<file path="config.mk">
export PLATFORM = sky130hd
export DESIGN_NAME = flash_crc_engine
export DESIGN_NICKNAME = d
export VERILOG_FILES = /design/src/rtl/flash_crc_pkg.sv /design/src/rtl/crc_fold.sv /design/src/rtl/crc_cfg_regs.sv /design/src/rtl/crc_walker.sv /design/src/rtl/flash_crc_engine.sv
export SDC_FILE = /design/constraint.sdc
export NUM_CORES = 1
export LEC_CHECK = 0
export BUFFER_PORTS_ARGS = -buffer_cell sky130_fd_sc_hd__buf_4
export CORE_MARGIN = 2
export CORE_UTILIZATION = 60
export DETAILED_ROUTE_END_ITERATION = 10
export GPL_TIMING_DRIVEN = 0
export HOLD_SLACK_MARGIN = 0.05
export PLACE_DENSITY_LB_ADDON = 0.1
export SLEW_MARGIN = 25
export SYNTH_ARGS = -nofsm -noshare
export SYNTH_HDL_FRONTEND = slang
export SYNTH_SLANG_ARGS = --single-unit
</file>
<file path="constraint.sdc">
create_clock -name clk -period 11 [get_ports clk]
set_clock_uncertainty 0.1 [all_clocks]
set_input_delay 0 -clock clk [delete_from_list [all_inputs] [get_ports clk]]
set_output_delay 0 -clock clk [all_outputs]
set_load 0.01 [all_outputs]
</file>
<file path="src/rtl/flash_crc_pkg.sv">
// Shared constants for the flash region CRC engine.
// Assumes a 32-bit data word and the reflected CRC-32 polynomial.
package flash_crc_pkg;
    localparam int          WORD_W     = 32;
    localparam logic [31:0] CRC_POLY   = 32'hEDB8_8320;
    localparam int          EN_BIT     = 15;
    localparam int          GO_BIT     = 14;
    localparam int          CTRL_W     = 16;

    typedef enum logic [1:0] {
        SEL_CTRL  = 2'd0,
        SEL_FIRST = 2'd1,
        SEL_LIMIT = 2'd2,
        SEL_SEED  = 2'd3
    } cfg_sel_e;

    typedef enum logic [1:0] {
        WK_IDLE,
        WK_REQ,
        WK_WAIT,
        WK_DONE
    } walk_state_e;
endpackage

</file>
<file path="src/rtl/crc_fold.sv">
// Folds one data word into a reflected CRC remainder in one cycle.
// Unrolls the bit-serial method: step g takes data bit WORD_W-1-g.
// Purely combinational; assumes WORD_W matches the polynomial width.
module crc_fold
    import flash_crc_pkg::*;
(
    input  logic [WORD_W-1:0] crc_i,
    input  logic [WORD_W-1:0] data_i,
    output logic [WORD_W-1:0] crc_o
);
    logic [WORD_W-1:0] stage [0:WORD_W];

    assign stage[0] = crc_i;

    for (genvar g = 0; g < WORD_W; g++) begin : g_step
        logic fb;
        // one shift step: feedback bit picks whether the polynomial is applied
        assign fb = data_i[WORD_W-1-g] ^ stage[g][0];
        assign stage[g+1] = {1'b0, stage[g][WORD_W-1:1]} ^ (fb ? CRC_POLY : '0);
    end

    assign crc_o = stage[WORD_W];
endmodule

</file>
<file path="src/rtl/crc_cfg_regs.sv">
// Configuration and control state of the CRC engine.
// Holds the page-aligned address bounds, the seed, the enable and
// go bits and the sticky interrupt flag. Control writes are ignored
// while a run is in progress; done_i comes from the walker.
module crc_cfg_regs
    import flash_crc_pkg::*;
#(
    parameter int ADDR_W    = 24,
    parameter int PAGE_BITS = 12
) (
    input  logic              clk,
    input  logic              rst_n,
    input  logic              wr_en_i,
    input  logic [1:0]        wr_sel_i,
    input  logic [WORD_W-1:0] wr_data_i,
    input  logic              done_i,
    output logic              launch_o,
    output logic              enable_o,
    output logic              go_o,
    output logic              irq_o,
    output logic [ADDR_W-1:0] first_o,
    output logic [ADDR_W-1:0] limit_o,
    output logic [WORD_W-1:0] seed_o
);
    localparam int PAGE_W = ADDR_W - PAGE_BITS;

    logic [PAGE_W-1:0] first_pg_q, limit_pg_q;
    logic              ctrl_wr;

    assign ctrl_wr  = wr_en_i && (wr_sel_i == SEL_CTRL) && !go_o;
    assign launch_o = ctrl_wr && wr_data_i[EN_BIT] && wr_data_i[GO_BIT];
    assign first_o  = {first_pg_q, {PAGE_BITS{1'b0}}};
    assign limit_o  = {limit_pg_q, {PAGE_BITS{1'b0}}};

    // register writes, run launch and run completion
    always_ff @(posedge clk) begin
        if (!rst_n) begin
            first_pg_q <= '0;
            limit_pg_q <= '0;
            seed_o     <= '0;
            enable_o   <= 1'b0;
            go_o       <= 1'b0;
            irq_o      <= 1'b0;
        end else begin
            if (wr_en_i && wr_sel_i == SEL_FIRST) first_pg_q <= wr_data_i[ADDR_W-1:PAGE_BITS];
            if (wr_en_i && wr_sel_i == SEL_LIMIT) limit_pg_q <= wr_data_i[ADDR_W-1:PAGE_BITS];
            if (wr_en_i && wr_sel_i == SEL_SEED)  seed_o     <= wr_data_i;
            if (ctrl_wr) begin
                enable_o <= wr_data_i[EN_BIT];
                go_o     <= launch_o;
            end
            if (launch_o) irq_o <= 1'b0;
            if (done_i) begin
                go_o  <= 1'b0;
                irq_o <= 1'b1;
            end
        end
    end


    no_go_without_en_chk: assert property (@(posedge clk) disable iff (!rst_n)
        (wr_en_i && wr_sel_i == SEL_CTRL && !go_o && !wr_data_i[EN_BIT]) |=> !go_o);

    busy_ctrl_ignored_chk: assert property (@(posedge clk) disable iff (!rst_n)
        (go_o && !done_i) |=> (go_o && $stable(enable_o)));
endmodule

</file>
<file path="src/rtl/crc_walker.sv">
// Sequences word reads over [first, limit) and folds each word.
// One request outstanding at a time; responses are expected only
// after a request has been accepted. Publishes the inverted
// remainder and pulses done_o for one cycle when the range ends.
module crc_walker
    import flash_crc_pkg::*;
#(
    parameter int ADDR_W = 24
) (
    input  logic              clk,
    input  logic              rst_n,
    input  logic              launch_i,
    input  logic [ADDR_W-1:0] first_i,
    input  logic [ADDR_W-1:0] limit_i,
    input  logic [WORD_W-1:0] seed_i,
    output logic              req_valid_o,
    input  logic              req_ready_i,
    output logic [ADDR_W-1:0] req_addr_o,
    input  logic              rsp_valid_i,
    input  logic [WORD_W-1:0] rsp_data_i,
    output logic              done_o,
    output logic [WORD_W-1:0] result_o
);
    localparam logic [ADDR_W-1:0] STEP = ADDR_W'(WORD_W / 8);

    walk_state_e       state_q;
    logic [ADDR_W-1:0] addr_q, limit_q, addr_nx;
    logic [WORD_W-1:0] crc_q, crc_nx;

    crc_fold i_fold (
        .crc_i  (crc_q),
        .data_i (rsp_data_i),
        .crc_o  (crc_nx)
    );

    assign addr_nx     = addr_q + STEP;
    assign req_valid_o = (state_q == WK_REQ);
    assign req_addr_o  = addr_q;
    assign done_o      = (state_q == WK_DONE);

    // range walk state machine with remainder update
    always_ff @(posedge clk) begin
        if (!rst_n) begin
            state_q  <= WK_IDLE;
            addr_q   <= '0;
            limit_q  <= '0;
            crc_q    <= '0;
            result_o <= '0;
        end else begin
            unique case (state_q)
                WK_IDLE: if (launch_i) begin
                    crc_q   <= ~seed_i;
                    addr_q  <= first_i;
                    limit_q <= limit_i;
                    state_q <= (limit_i > first_i) ? WK_REQ : WK_DONE;
                end
                WK_REQ:  if (req_ready_i) state_q <= WK_WAIT;
                WK_WAIT: if (rsp_valid_i) begin
                    crc_q   <= crc_nx;
                    addr_q  <= addr_nx;
                    state_q <= (addr_nx >= limit_q) ? WK_DONE : WK_REQ;
                end
                WK_DONE: begin
                    result_o <= ~crc_q;
                    state_q  <= WK_IDLE;
                end
                default: state_q <= WK_IDLE;
            endcase
        end
    end


    req_hold_chk: assert property (@(posedge clk) disable iff (!rst_n)
        (req_valid_o && !req_ready_i) |=> (req_valid_o && $stable(req_addr_o)));

    one_outstanding_chk: assert property (@(posedge clk) disable iff (!rst_n)
        (req_valid_o && req_ready_i) |=> !req_valid_o);

    req_aligned_chk: assert property (@(posedge clk) disable iff (!rst_n)
        req_valid_o |-> (req_addr_o[1:0] == 2'b00));
endmodule

</file>
<file path="src/rtl/flash_crc_engine.sv">
// Top of the flash region CRC-32 engine.
// Connects the configuration registers to the range walker. The
// flash read port is internal, so it is unaffected by read-back
// protection. Assumes ADDR_W exceeds PAGE_BITS.
module flash_crc_engine
    import flash_crc_pkg::*;
#(
    parameter int ADDR_W    = 24,
    parameter int PAGE_BITS = 12
) (
    input  logic              clk,
    input  logic              rst_n,
    input  logic              cfg_wr_en,
    input  logic [1:0]        cfg_wr_sel,
    input  logic [31:0]       cfg_wr_data,
    output logic [15:0]       ctrl_o,
    output logic              irq_o,
    output logic [31:0]       crc_result_o,
    output logic              rd_req_valid_o,
    input  logic              rd_req_ready_i,
    output logic [ADDR_W-1:0] rd_req_addr_o,
    input  logic              rd_rsp_valid_i,
    input  logic [31:0]       rd_rsp_data_i
);
    logic              launch, enable, go, done;
    logic [ADDR_W-1:0] first, limit;
    logic [WORD_W-1:0] seed;

    crc_cfg_regs #(.ADDR_W(ADDR_W), .PAGE_BITS(PAGE_BITS)) i_regs (
        .clk       (clk),
        .rst_n     (rst_n),
        .wr_en_i   (cfg_wr_en),
        .wr_sel_i  (cfg_wr_sel),
        .wr_data_i (cfg_wr_data),
        .done_i    (done),
        .launch_o  (launch),
        .enable_o  (enable),
        .go_o      (go),
        .irq_o     (irq_o),
        .first_o   (first),
        .limit_o   (limit),
        .seed_o    (seed)
    );

    crc_walker #(.ADDR_W(ADDR_W)) i_walk (
        .clk         (clk),
        .rst_n       (rst_n),
        .launch_i    (launch),
        .first_i     (first),
        .limit_i     (limit),
        .seed_i      (seed),
        .req_valid_o (rd_req_valid_o),
        .req_ready_i (rd_req_ready_i),
        .req_addr_o  (rd_req_addr_o),
        .rsp_valid_i (rd_rsp_valid_i),
        .rsp_data_i  (rd_rsp_data_i),
        .done_o      (done),
        .result_o    (crc_result_o)
    );

    assign ctrl_o = {enable, go, {(CTRL_W-2){1'b0}}};


    go_fall_irq_chk: assert property (@(posedge clk) disable iff (!rst_n)
        $fell(go) |-> irq_o);

    result_moves_at_end_chk: assert property (@(posedge clk) disable iff (!rst_n)
        !$stable(crc_result_o) |-> $fell(go));

    req_only_in_run_chk: assert property (@(posedge clk) disable iff (!rst_n)
        rd_req_valid_o |-> go);
endmodule

</file>
==> results of run 1 <==
-- registers in the layout, indices dropped and copies added (netlist names) --
register and count:
i_regs.seed_o 32, i_walk.limit_q 12, i_walk.result_o 32, i_walk.state_q 2
i_walk.req_addr_o 22, i_regs.enable_o 1, i_regs.go_o 1, i_regs.irq_o 1
i_regs.limit_pg_q 12, i_regs.first_pg_q 12, i_walk.crc_q 32
-- routing by layer --
layer | part of all wire, % | wire [microns] | GRT usage (%)
met1 | 43 | 13800 | 48.9
met2 | 44 | 13900 | 52.5
met3 | 11 | 3450 | 10.3
met4 | 2.1 | 681 | 10.2
met5 | 0 | 0 | 0
-- synth_stat cells, drive strengths merged, types with 3 or more instances --
cell	number	area, sq um
a21boi	72	541
a21oi	24	120
a22oi	7	52.6
a31oi	5	31.3
and2	18	113
and3	13	81.3
buf	20	144
clkbuf	59	221
dfxtp	159	3180
ha	26	325
inv	27	101
mux2i	14	140
nand2	222	833
nand2b	5	31.3
nand3	19	95.1
nand4	6	37.5
nor2	20	75.1
nor2b	31	194
nor3	11	55.1
nor3b	4	30.0
nor4b	5	43.8
o211a	29	290
o211ai	14	105
o21ai	50	250
o2bb2ai	4	35.0
o31ai	3	22.5
xnor2	196	1990
xnor3	23	522
xor2	58	568
-- kinds of logic after synthesis --
| kind of cell | after synthesis | share of synthesized area [%] |
|---|---|---|
| other cells | 1 | 0.0359 |
| buf+inv | 106 | 4.47 |
| flops | 159 | 30.5 |
| fa+ha+maj | 26 | 3.12 |
| mux | 14 | 1.34 |
| simple gates | 360 | 15.6 |
| xor+xnor | 278 | 29.8 |
| compound gates | 223 | 15.1 |
-- worst register-to-register path, cell delays in order (launching register included) --
cell,delay [ps]
dfxtp_1,340
xnor2_1,630
xnor3_1,400
xnor2_4,400
xnor3_2,600
xnor2_4,350
xnor3_1,580
xnor2_4,350
xnor3_1,510
xnor2_1,330
o21ai_1,130
nand2_1,80
-- metrics by stage --
| step | hold WS, ps | cell area, sq um | std cells | worst slack [ps] |
|---|---|---|---|---|
| after detailed placement | 170 | 11700 | 1534 | 6190 |
| final | 208 | 12700 | 1605 | 6150 |
| after global routing | 187 | 12700 | 1605 | 6050 |
| after global placement | 163 | 11700 | 1534 | 6310 |
| after CTS | 142 | 12700 | 1605 | 6190 |
| after floorplan | 44.9 | 10500 | 1182 | 7020 |
-- worst paths after layout --
path / from / endpoint / slack [ps] / cells after the start
worst min-delay path: rst_n / i_walk.crc_q[0] / 210 / 3
worst max register to register: i_walk.crc_q[7] / i_walk.crc_q[26] / 6150 / 11
worst max-delay path: i_walk.crc_q[7] / i_walk.crc_q[26] / 6150 / 11
worst min register to register: i_walk.limit_q[18] / i_walk.limit_q[18] / 370 / 2
-- layout make-up --
cell class / instances / area (sq um) / share of cell area (%)
Inverter: 27 / 101 / 0.795
Clock inverter: 11 / 155 / 1.22
Sequential cell: 159 / 3180 / 25.0
Buffer: 79 / 365 / 2.87
Clock buffer: 20 / 467 / 3.66
Multi-Input combinational cell: 917 / 6840 / 53.7
Tap cell: 225 / 282 / 2.21
Timing Repair Buffer: 167 / 1350 / 10.6
==> key figures, run 1 <==
Worst setup path
  – Critical Path Fanout Max: 7
  – CP arrival: 5120 ps
  – WP buf/inv: 0
  – Startpoint types: flop
  – Crit path max-delay family: XOR/XNOR gates
  – Kind of critical path: reg2reg
  – CP endpoint kind: flop
  – Crit-path max cell delay: 630 ps
  – Critical Path, Cell by Cell: xnor2_1 -> xnor3_1 -> xnor2_4 -> xnor3_2 -> xnor2_4 -> xnor3_1 -> xnor2_4 -> xnor3_1 -> xnor2_1 -> o21ai_1 -> nand2_1
  – CP max-delay cell: xnor2_1
  – Worst EP required: 11270 ps

Timing
  – Maximum clock rate: 206 MHz
  – Slew @ Worst Pin: 785 ps
  – Final period util: 44.1%
  – Setup-failing EPs final: 0
  – Final hold viol count: 0
  – Max Transition Viols Final: 0
  – Crit path time final: 4850 ps
  – Worst slew margin: 47.7%
  – Fin Setup TNS: 0 ps
  – RSZ-0062 raised after global routing: false

Synth
  – Seq cells post-synth: 159
  – Post-synth EDFFs: 0
  – Ys flop type: dfxtp_1
  – Post-synth cell types: 55
  – Async SR Flop Fraction: 0%
  – Synthesized cell area: 0.0104 sq mm
  – Sequential-to-total area share from yosys stat: 30.5%
  – Avg Synthesized Cell Area: 8.94 sq um
  – Syn Inst Count: 1167
  – Syn. warnings: 0

CTS
  – Clk sink count: 159
  – Post-CTS Setup Bufs: 0
  – TritonCTS clock tree: yes
  – Root buffer cell: clkbuf_16
  – Clock Path Buffers: 2
  – Htree depth: 4
  – Post-CTS resize count: 0
  – Hold_buf cts: 40
  – Clock latency at the later pin of the worst-skew pair: 430 ps
  – Clk slew on worst S/H paths: 60 ps
  – CTS Buf Count: 17

Layout
  – Most frequent cells in the layout: nand2_1 (222), xnor2_1 (171), dfxtp_1 (159)
  – Area grow syn2layout: 22.2%
  – Layout cell share with drive strength beyond 1: 15.7%
  – Layout filler cell count: 1342
  – Nets: 1465
  – N_diodes: 0
  – Commonest non-fill, non-tap cell in the layout: nand2_1
  – Layout Utilization: 74.2%

Die
  – Die area: 0.0185 sq mm
  – Die extent in x: 136 microns
  – Starting density of the core: 60.7%
  – Core area: 0.0172 sq mm
  – # IOs: 145
  – Die Y: 136 microns
  – FP Rows: 48

Route
  – Post-route ant nets: 0
  – Iter 0 DRT Violations: 937
  – Routed WL: 31900 microns
  – Via count: 9031
  – First-pass DRT Iterations: 6
  – Routed wire per std cell: 19.9 microns
  – DRC: 0
  – Via density: 5.63

Global routing
  – Initial antenna violation count: 1
  – Number of global-route vias before repair: 8619
  – Largest net degree at the start of global routing: 17
  – First-pass GRT wire length: 48300 microns
  – GR Overflow Total: 0
  – Total track usage: 35.0%

Run
  – # Max-Cap Violations: 0

Outcome
  – Outcome: completed

Placement
  – GPL Wtd Cong: 0.962
  – HPWL after DPL: 24000 microns
  – IO buf count: 127

Hold path
  – Type of the most critical hold path: in2reg
Power of run 1 is left out: the tool's default activity adds up to more than one toggle a clock period on the data nets, which glitch-free logic cannot reach.
==> run 2, diff against run 1 <==
--- a/config.mk
+++ b/config.mk
@@ -5,9 +5,10 @@
 export SDC_FILE = /design/constraint.sdc
 export NUM_CORES = 1
 export LEC_CHECK = 0
+export ABC_AREA = 1
 export BUFFER_PORTS_ARGS = -buffer_cell sky130_fd_sc_hd__buf_4
 export CORE_MARGIN = 2
-export CORE_UTILIZATION = 60
+export CORE_UTILIZATION = 54
 export DETAILED_ROUTE_END_ITERATION = 10
 export GPL_TIMING_DRIVEN = 0
 export HOLD_SLACK_MARGIN = 0.05
==> constraint.sdc (replaced) <==
create_clock -name clk -period 4.1 [get_ports clk]
set_clock_uncertainty 0.1 [all_clocks]
set_input_delay 0 -clock clk [delete_from_list [all_inputs] [get_ports clk]]
set_output_delay 0 -clock clk [all_outputs]
set_load 0.01 [all_outputs]
==> run 2 against run 1 <==
Synthesized cell count increased by 56%. First-iteration DRC count decreased by 9.9%. Worst hold slack got worse by 51 ps. Global-route usage decreased by 0.46 points. Die area increased by 28%. Critical path type unchanged. Register-to-register slack got worse by 5900 ps. Flip-flop and latch count unchanged. Wire length increased by 30%.
==> key figures, run 2 <==
Outcome
  – Outcome: completed

Worst setup path
  – Crit path max-delay family: simple AND/OR/NAND/NOR gates
  – Critical Path, Cell by Cell: inv_1 -> nand2_1 -> nand2_2 -> nand2_1 -> nand2_4 -> inv_2 -> nand2_1 -> nand2_1 -> nand2_1 -> nand2_1 -> xor2_1 -> nand3_1 -> nand3_2 -> nand2_4 -> inv_2 -> nand2_1 -> nand2_2 -> nand2_1 -> nand2_1 -> nand2_1 -> nand3_1 -> nand3_1 -> nand2_1 -> inv_1
  – Worst EP required: 4330 ps (-6940 ps)
  – CP max-delay cell: dfxtp_1
  – Startpoint types: flop
  – CP arrival: 4100 ps (-1020 ps)
  – Kind of critical path: reg2reg
  – Crit-path max cell delay: 470 ps (-160 ps)
  – Cell mode on critical path: nand2_1
  – Critical Path Fanout Max: 10 (+3)
  – WP buf/inv: 4 (+4)
  – CP endpoint kind: flop

Hold path
  – Type of the most critical hold path: in2reg

Run
  – # Max-Cap Violations: 0 (unchanged)

Die
  – # IOs: 145 (unchanged)
  – Die extent in x: 154 microns (+13%)
  – FP Rows: 54 (+13%)
  – Starting density of the core: 55.3% (-5.4 points)
  – Die Y: 154 microns (+13%)
  – Core area: 0.0219 sq mm (+27%)
  – Die area: 0.0236 sq mm (+28%)

CTS
  – Htree depth: 4 (unchanged)
  – Clk slew on worst S/H paths: 70 ps (about the same)
  – CTS Buf Count: 17 (unchanged)
  – Clk sink count: 159 (unchanged)
  – TritonCTS clock tree: yes
  – Clock latency at the later pin of the worst-skew pair: 430 ps (about the same)
  – Root buffer cell: clkbuf_16
  – Clock Path Buffers: 2 (unchanged)

Synth
  – Async SR Flop Fraction: 0% (unchanged)
  – Syn Inst Count: 1820 (+56%)
  – Synth area leaders: dfxtp_1 (26%), nand2_1 (14%), xor2_1 (8.9%)
  – Synth area leader: dfxtp_1
  – Sequential-to-total area share from yosys stat: 26.3% (-4.2 points)
  – Post-synth cell types: 50 (-9.1%)
  – Post-synth EDFFs: 0 (unchanged)
  – Area share of the largest cell type after synthesis: 26.3% (-4.2 points)
  – Seq cells post-synth: 159 (unchanged)
  – Synthesized cell area: 0.0121 sq mm (+16%)
  – Top cells by count, synth: nand2_1 (437), inv_1 (208), a21oi_1 (170)
  – Cell with the most instances after synthesis: nand2_1
  – Ys flop type: dfxtp_1
  – Avg Synthesized Cell Area: 6.65 sq um (-26%)
  – Syn. warnings: 0 (unchanged)

Route
  – Via density: 5.41 (-3.9%)
  – Routed WL: 41300 microns (+30%)
  – Routed wire per std cell: 17.8 microns (-10%)
  – First-pass DRT Iterations: 9 (+3)
  – DRC: 0 (unchanged)
  – Via count: 12500 (+39%)
  – Post-route ant nets: 0 (unchanged)
  – Iter 0 DRT Violations: 844 (-9.9%)

Layout
  – Area grow syn2layout: 19.8%
  – Largest regs: i_regs.seed_o (32), i_walk.crc_q (32), i_walk.result_o (32)
  – Layout filler cell count: 2068 (+54%)
  – N_diodes: 0 (unchanged)
  – Layout cell share with drive strength beyond 1: 18.8% (+3.1 points)
  – Nets: 2122 (+45%)
  – Most frequent cells in the layout: nand2_1 (437), inv_1 (208), a21oi_1 (170)
  – Layout Utilization: 66.3% (-7.9 points)
  – Commonest non-fill, non-tap cell in the layout: nand2_1

Placement
  – HPWL after DPL: 33100 microns (+38%)
  – Pre-CTS WS: 173 ps (-6020 ps)
  – GPL Wtd Cong: 0.960 (-0.17%)
  – IO buf count: 127 (unchanged)

Global routing
  – Number of global-route vias before repair: 11500 (+34%)
  – GR Overflow Total: 0 (unchanged)
  – First-pass GRT wire length: 63200 microns (+31%)
  – Initial antenna violation count: 0 (-1)
  – Largest net degree at the start of global routing: 18 (+1)
  – Total track usage: 34.5% (-0.46 points)

Timing
  – Final hold viol count: 0 (unchanged)
  – Maximum clock rate: 258 MHz (+25%)
  – Final period util: 94.5% (+50 points)
  – Hold slack: 157 ps (-50.9 ps)
  – Max Transition Viols Final: 0 (unchanged)
  – Worst slew margin: 46.6% (-1.1 points)
  – Final setup margin: 226 ps (-5920 ps)
  – Fin Setup TNS: 0 ps (unchanged)
  – Setup-failing EPs final: 0 (unchanged)
  – Crit path time final: 3870 ps (-978 ps)
  – Slew @ Worst Pin: 791 ps (+5.82 ps)

Power and ir drop
  – PnR Total Power: 9.11 mW
  – LEAKAGE: 7.20 nW
  – Power Density: 628 mW/mm^2
  – Peak VDD IR: 429 uV
[run 2: cell count changes after synthesis, moves of 38 or more]
cell      change
nand2_4      +43
nand2_1     +215
xor2_1       +73
a21boi_0     -70
inv_1       +181
xnor2_1     -144
o21ai_0     +106
nor2_1       +38
a21oi_1     +146
nand3_1     +119
nand2_2      +78
[run 2: power breakdown]
group	internal [mW]	switching (mW)
combinational	1.97	3.93
sequential	1.60	0.0615
clock	0.811	0.739
total	4.38	4.73
[run 2: cells by family (layout without fill, tap and decap cells)]
| logic type | after synthesis | after routing | synth area share [%] |
|---|---|---|---|
| AND/OR/NAND/NOR | 818 | 818 | 33.5 |
| XOR/XNOR | 158 | 158 | 12.1 |
| flip-flops | 159 | 159 | 26.3 |
| adder cells (fa/ha/maj) | 26 | 26 | 2.69 |
| buffers and inverters | 312 | 515 | 10.5 |
| other | 1 | 16 | 0.0310 |
| AO/OA/AOI/OAI | 346 | 346 | 14.9 |
[run 2: metal layers]
metal  up-vias  track usage [%]  part of all wire, %
li1       6218                -                    -
met1      5715             41.1                   39
met2       473             59.9                   48
met3       125             3.41                  5.5
met4         0             21.3                  6.9
met5         -                0                    0
[run 2: path summary, 6_finish.rpt]
path,from,to,slack [ps],cells after the start
worst min-delay path,rst_n,i_walk.state_q[1],160,3
worst max-delay path,i_walk.crc_q[2],i_walk.crc_q[18],230,24
worst max register to register,i_walk.crc_q[2],i_walk.crc_q[18],230,24
worst min register to register,i_walk.crc_q[26],i_walk.result_o[26],340,1
[run 2: final cells by class]
cell class / instances / area, sq um / area share (%)
Tap cell: 280 / 350 / 2.41
Clock buffer: 17 / 425 / 2.93
Timing Repair Buffer: 171 / 1390 / 9.59
Clock inverter: 15 / 148 / 1.02
Buffer: 78 / 380 / 2.62
Inverter: 234 / 891 / 6.14
Sequential cell: 159 / 3190 / 22.0
Multi-Input combinational cell: 1364 / 7740 / 53.3
[run 2: worst min-delay path: cells and delay by family]
kind	cells	cell delay (ps)
AO/OA/AOI/OAI	1	70
buffers and inverters	2	560
[run 2: stage by stage]
stage,std cells,instance area [sq um]
3_3_place_gp,2242,13500
5_1_grt,2318,14500
2_1_floorplan,1835,12200
4_1_cts,2317,14500
6_report,2318,14500
3_5_place_dp,2242,13500
[run 2: what timing repair did]
action / 4_1_cts / 5_1_grt
hold endpoints to repair: 61 / 0
resized for setup: 0 / 9
setup buffers: 0 / 1
setup endpoints to repair: 0 / 2
hold buffers: 43 / 0
(Power assumes the default switching activity.)
==> run 3, diff against run 2 <==
--- a/config.mk
+++ b/config.mk
@@ -7,6 +7,7 @@
 export LEC_CHECK = 0
 export ABC_AREA = 1
 export BUFFER_PORTS_ARGS = -buffer_cell sky130_fd_sc_hd__buf_4
+export CORE_ASPECT_RATIO = 0.7
 export CORE_MARGIN = 2
 export CORE_UTILIZATION = 54
 export DETAILED_ROUTE_END_ITERATION = 10
==> run 3 against run 2 <==
Count of clock-buffer cells in the layout is the same. Cell area grew 0.53%. Critical path type unchanged. Critical path depth shrank 1. Utilization grew 0.49 points. First-iteration DRC count grew 72%. Wire length grew 5.1%. Total power grew 4.7%. Largest cell class unchanged. Global-route usage grew 1.9 points. Setup slack lost 5.2 ps. Sequential share of layout area shrank 0.11 points. Combinational power grew 5.3%. Worst hold slack lost 90 ps.
==> key figures, run 3 (synthesized netlist as in run 2, its figures left out) <==
Outcome
  – Outcome: completed

Route
  – Post-route ant nets: 0 (unchanged)
  – First-pass DRT Iterations: 7 (-2)
  – Routed WL: 43400 microns (+5.1%)
  – Routed wire per std cell: 18.7 microns (+5.0%)
  – Via count: 12900 (+2.6%)
  – DRC: 0 (unchanged)
  – Via density: 5.54 (+2.5%)
  – Iter 0 DRT Violations: 1450 (+72%)

Layout
  – Nets: 2121 (-0.047%)
  – N_diodes: 0 (unchanged)
  – Final Cell Area: 0.0146 sq mm (+0.53%)
  – Commonest non-fill, non-tap cell in the layout: nand2_1
  – Layout cell share with drive strength beyond 1: 19.2% (+0.40 points)
  – Layout filler cell count: 1987 (-3.9%)
  – Largest regs: i_regs.seed_o (32), i_walk.crc_q (32), i_walk.result_o (32)
  – Area grow syn2layout: 20.4%
  – Most frequent cells in the layout: nand2_1 (436), inv_1 (208), a21oi_1 (170)

Worst setup path
  – CP arrival: 4150 ps (+50 ps)
  – Critical Path Fanout Max: 10 (unchanged)
  – Critical Path, Cell by Cell: inv_1 -> nand2_1 -> nand2_2 -> nand2_1 -> nand2_4 -> inv_2 -> nand2_1 -> nand2_2 -> inv_1 -> nand2_2 -> nand2_4 -> nand3_1 -> nand2_2 -> xor2_1 -> or2_2 -> nand2_1 -> nand2_1 -> nand2_1 -> nand2_1 -> nand2_1 -> xor2_1 -> nand2_1 -> a21oi_1
  – Worst EP required: 4370 ps (+40 ps)
  – Startpoint types: flop
  – Cell mode on critical path: nand2_1
  – Worst r2r dst: i_walk.crc_q[13]
  – Reg-to-Reg Start: i_walk.crc_q[2]
  – Kind of critical path: reg2reg
  – CP endpoint kind: flop
  – Reg2reg setup slack: 220 ps (about the same)
  – CP max-delay cell: dfxtp_1
  – Crit-path max cell delay: 420 ps (-50 ps)
  – R2R cell count: 23 (-4.2%)

CTS
  – Root buffer cell: clkbuf_16
  – TritonCTS clock tree: yes
  – CTS Buf Count: 17 (unchanged)
  – Htree depth: 4 (unchanged)
  – Clock latency at the later pin of the worst-skew pair: 430 ps (about the same)
  – Clk sink count: 159 (unchanged)
  – Clk slew on worst S/H paths: 70 ps (about the same)
  – Clock Path Buffers: 2 (unchanged)

Global routing
  – First-pass GRT wire length: 65000 microns (+2.8%)
  – Total track usage: 36.4% (+1.9 points)
  – Initial antenna violation count: 0 (unchanged)
  – GR Overflow Total: 0 (unchanged)
  – Number of global-route vias before repair: 11400 (-1.0%)
  – Largest net degree at the start of global routing: 19 (+1)

Timing
  – Final hold viol count: 0 (unchanged)
  – Maximum clock rate: 258 MHz (-0.13%)
  – Slew @ Worst Pin: 932 ps (+141 ps)
  – Max Transition Viols Final: 0 (unchanged)
  – Setup-failing EPs final: 0 (unchanged)
  – Final setup margin: 221 ps (-5.18 ps)
  – Final period util: 94.6% (+0.13 points)
  – Crit path time final: 3880 ps (+5.18 ps)
  – Worst slew margin: 37.9% (-8.7 points)

Die
  – Starting density of the core: 55.4% (+0.11 points)
  – FP Rows: 45 (-17%)
  – Die extent in x: 183 microns (+19%)
  – Core area: 0.0218 sq mm (-0.21%)
  – Die Y: 129 microns (-16%)
  – Die area: 0.0237 sq mm (about the same)
  – # IOs: 145 (unchanged)

Placement
  – HPWL after DPL: 34700 microns (+4.7%)
  – Post-placement cell area: 0.0135 sq mm (about the same)
  – Pre-CTS WS: -72.0 ps (-245 ps)
  – IO buf count: 127 (unchanged)
  – GPL Wtd Cong: 0.983 (+2.4%)

Run
  – # Max-Cap Violations: 0 (unchanged)

Hold path
  – Type of the most critical hold path: in2reg
  – WHS Endpoint: i_regs.go_o
  – Min-delay src: cfg_wr_en
  – Hold path cells: 5 (+2)

Power and ir drop
  – Power Density: 654 mW/mm^2 (+4.1%)
  – Peak VDD IR: 487 uV (+13%)
  – LEAKAGE: 7.25 nW (+0.68%)
-- run 3: cell count changes in the layout (fill, tap and decap cells not counted), sizes merged --
cell,change
clkinvlp,-2
dlygate4sd3,-1
inv,-4
bufinv,+1
clkinv,+5
-- run 3: how the worst max path moves through the flow --
stage,startpoint,slack (ps),end
floorplan,i_walk.req_addr_o[2],740,i_walk.state_q[1]
global placement,i_walk.req_addr_o[2],-10,i_walk.state_q[1]
detailed placement,i_walk.req_addr_o[2],-70,i_walk.state_q[1]
CTS,i_walk.req_addr_o[3],50,i_walk.state_q[1]
global route,i_walk.req_addr_o[4],-60,i_walk.state_q[1]
finish,i_walk.crc_q[2],220,i_walk.crc_q[13]
-- run 3: final cells by class --
class | instances | area [sq um] | share of cell area, %
clock inverter | 15 | 190 | 1.30
buffer | 78 | 380 | 2.61
inverter | 234 | 891 | 6.11
sequential | 159 | 3190 | 21.9
timing repair buffer | 170 | 1380 | 9.47
tap | 282 | 353 | 2.42
multi-input combinational | 1364 | 7780 | 53.3
clock buffer | 17 | 425 | 2.92
-- run 3: critical path, delay by kind of cell, from the launching register on --
kind                      cells  cell delay [ps]
and+or+nand+nor              17             2130
xor gates and xnor gates      2              630
DFF                           1              420
buffers and inverters         3              350
AOI/OAI and AO/OA             1              160
-- run 3: power by group --
part	internal [mW]	leakage (nW)	switching, mW	total [mW]
clock	0.878	0.296	0.782	1.66
sequential	1.60	1.29	0.0637	1.67
combinational	2.00	5.66	4.21	6.21
-- run 3: timing repair --
item / 4_1_cts / 5_1_grt
setup endpoints to repair: 1 / 6
hold buffers: 42 / 0
setup buffers: 0 / 1
pin swaps: 0 / 2
resized for setup: 3 / 15
endpoints found under the hold margin: 61 / 0
-- run 3: stage by stage --
stage | hold slack [ps] | util [%] | setup TNS, ps | total power, mW | std cells
after detailed placement | 169 | 61.7 | -72.0 | 7.60 | 2244
after CTS | 61.0 | 66.5 | 0 | 9.28 | 2318
after floorplan | 34.9 | - | 0 | 6.07 | 1835
after global routing | 105 | 66.8 | -58.3 | 10.1 | 2319
after global placement | 156 | 61.7 | -14.0 | 7.54 | 2244
final | 66.9 | 66.8 | 0 | 9.54 | 2319
-- run 3: layer usage --
metal  track usage (%)  up-vias  part of all wire [%]
met1              55.6     5965                    47
met2              49.4      638                    38
met3              12.1       48                    13
li1                  -     6201                     -
met5                 0        -                     0
met4              6.59        0                   1.2
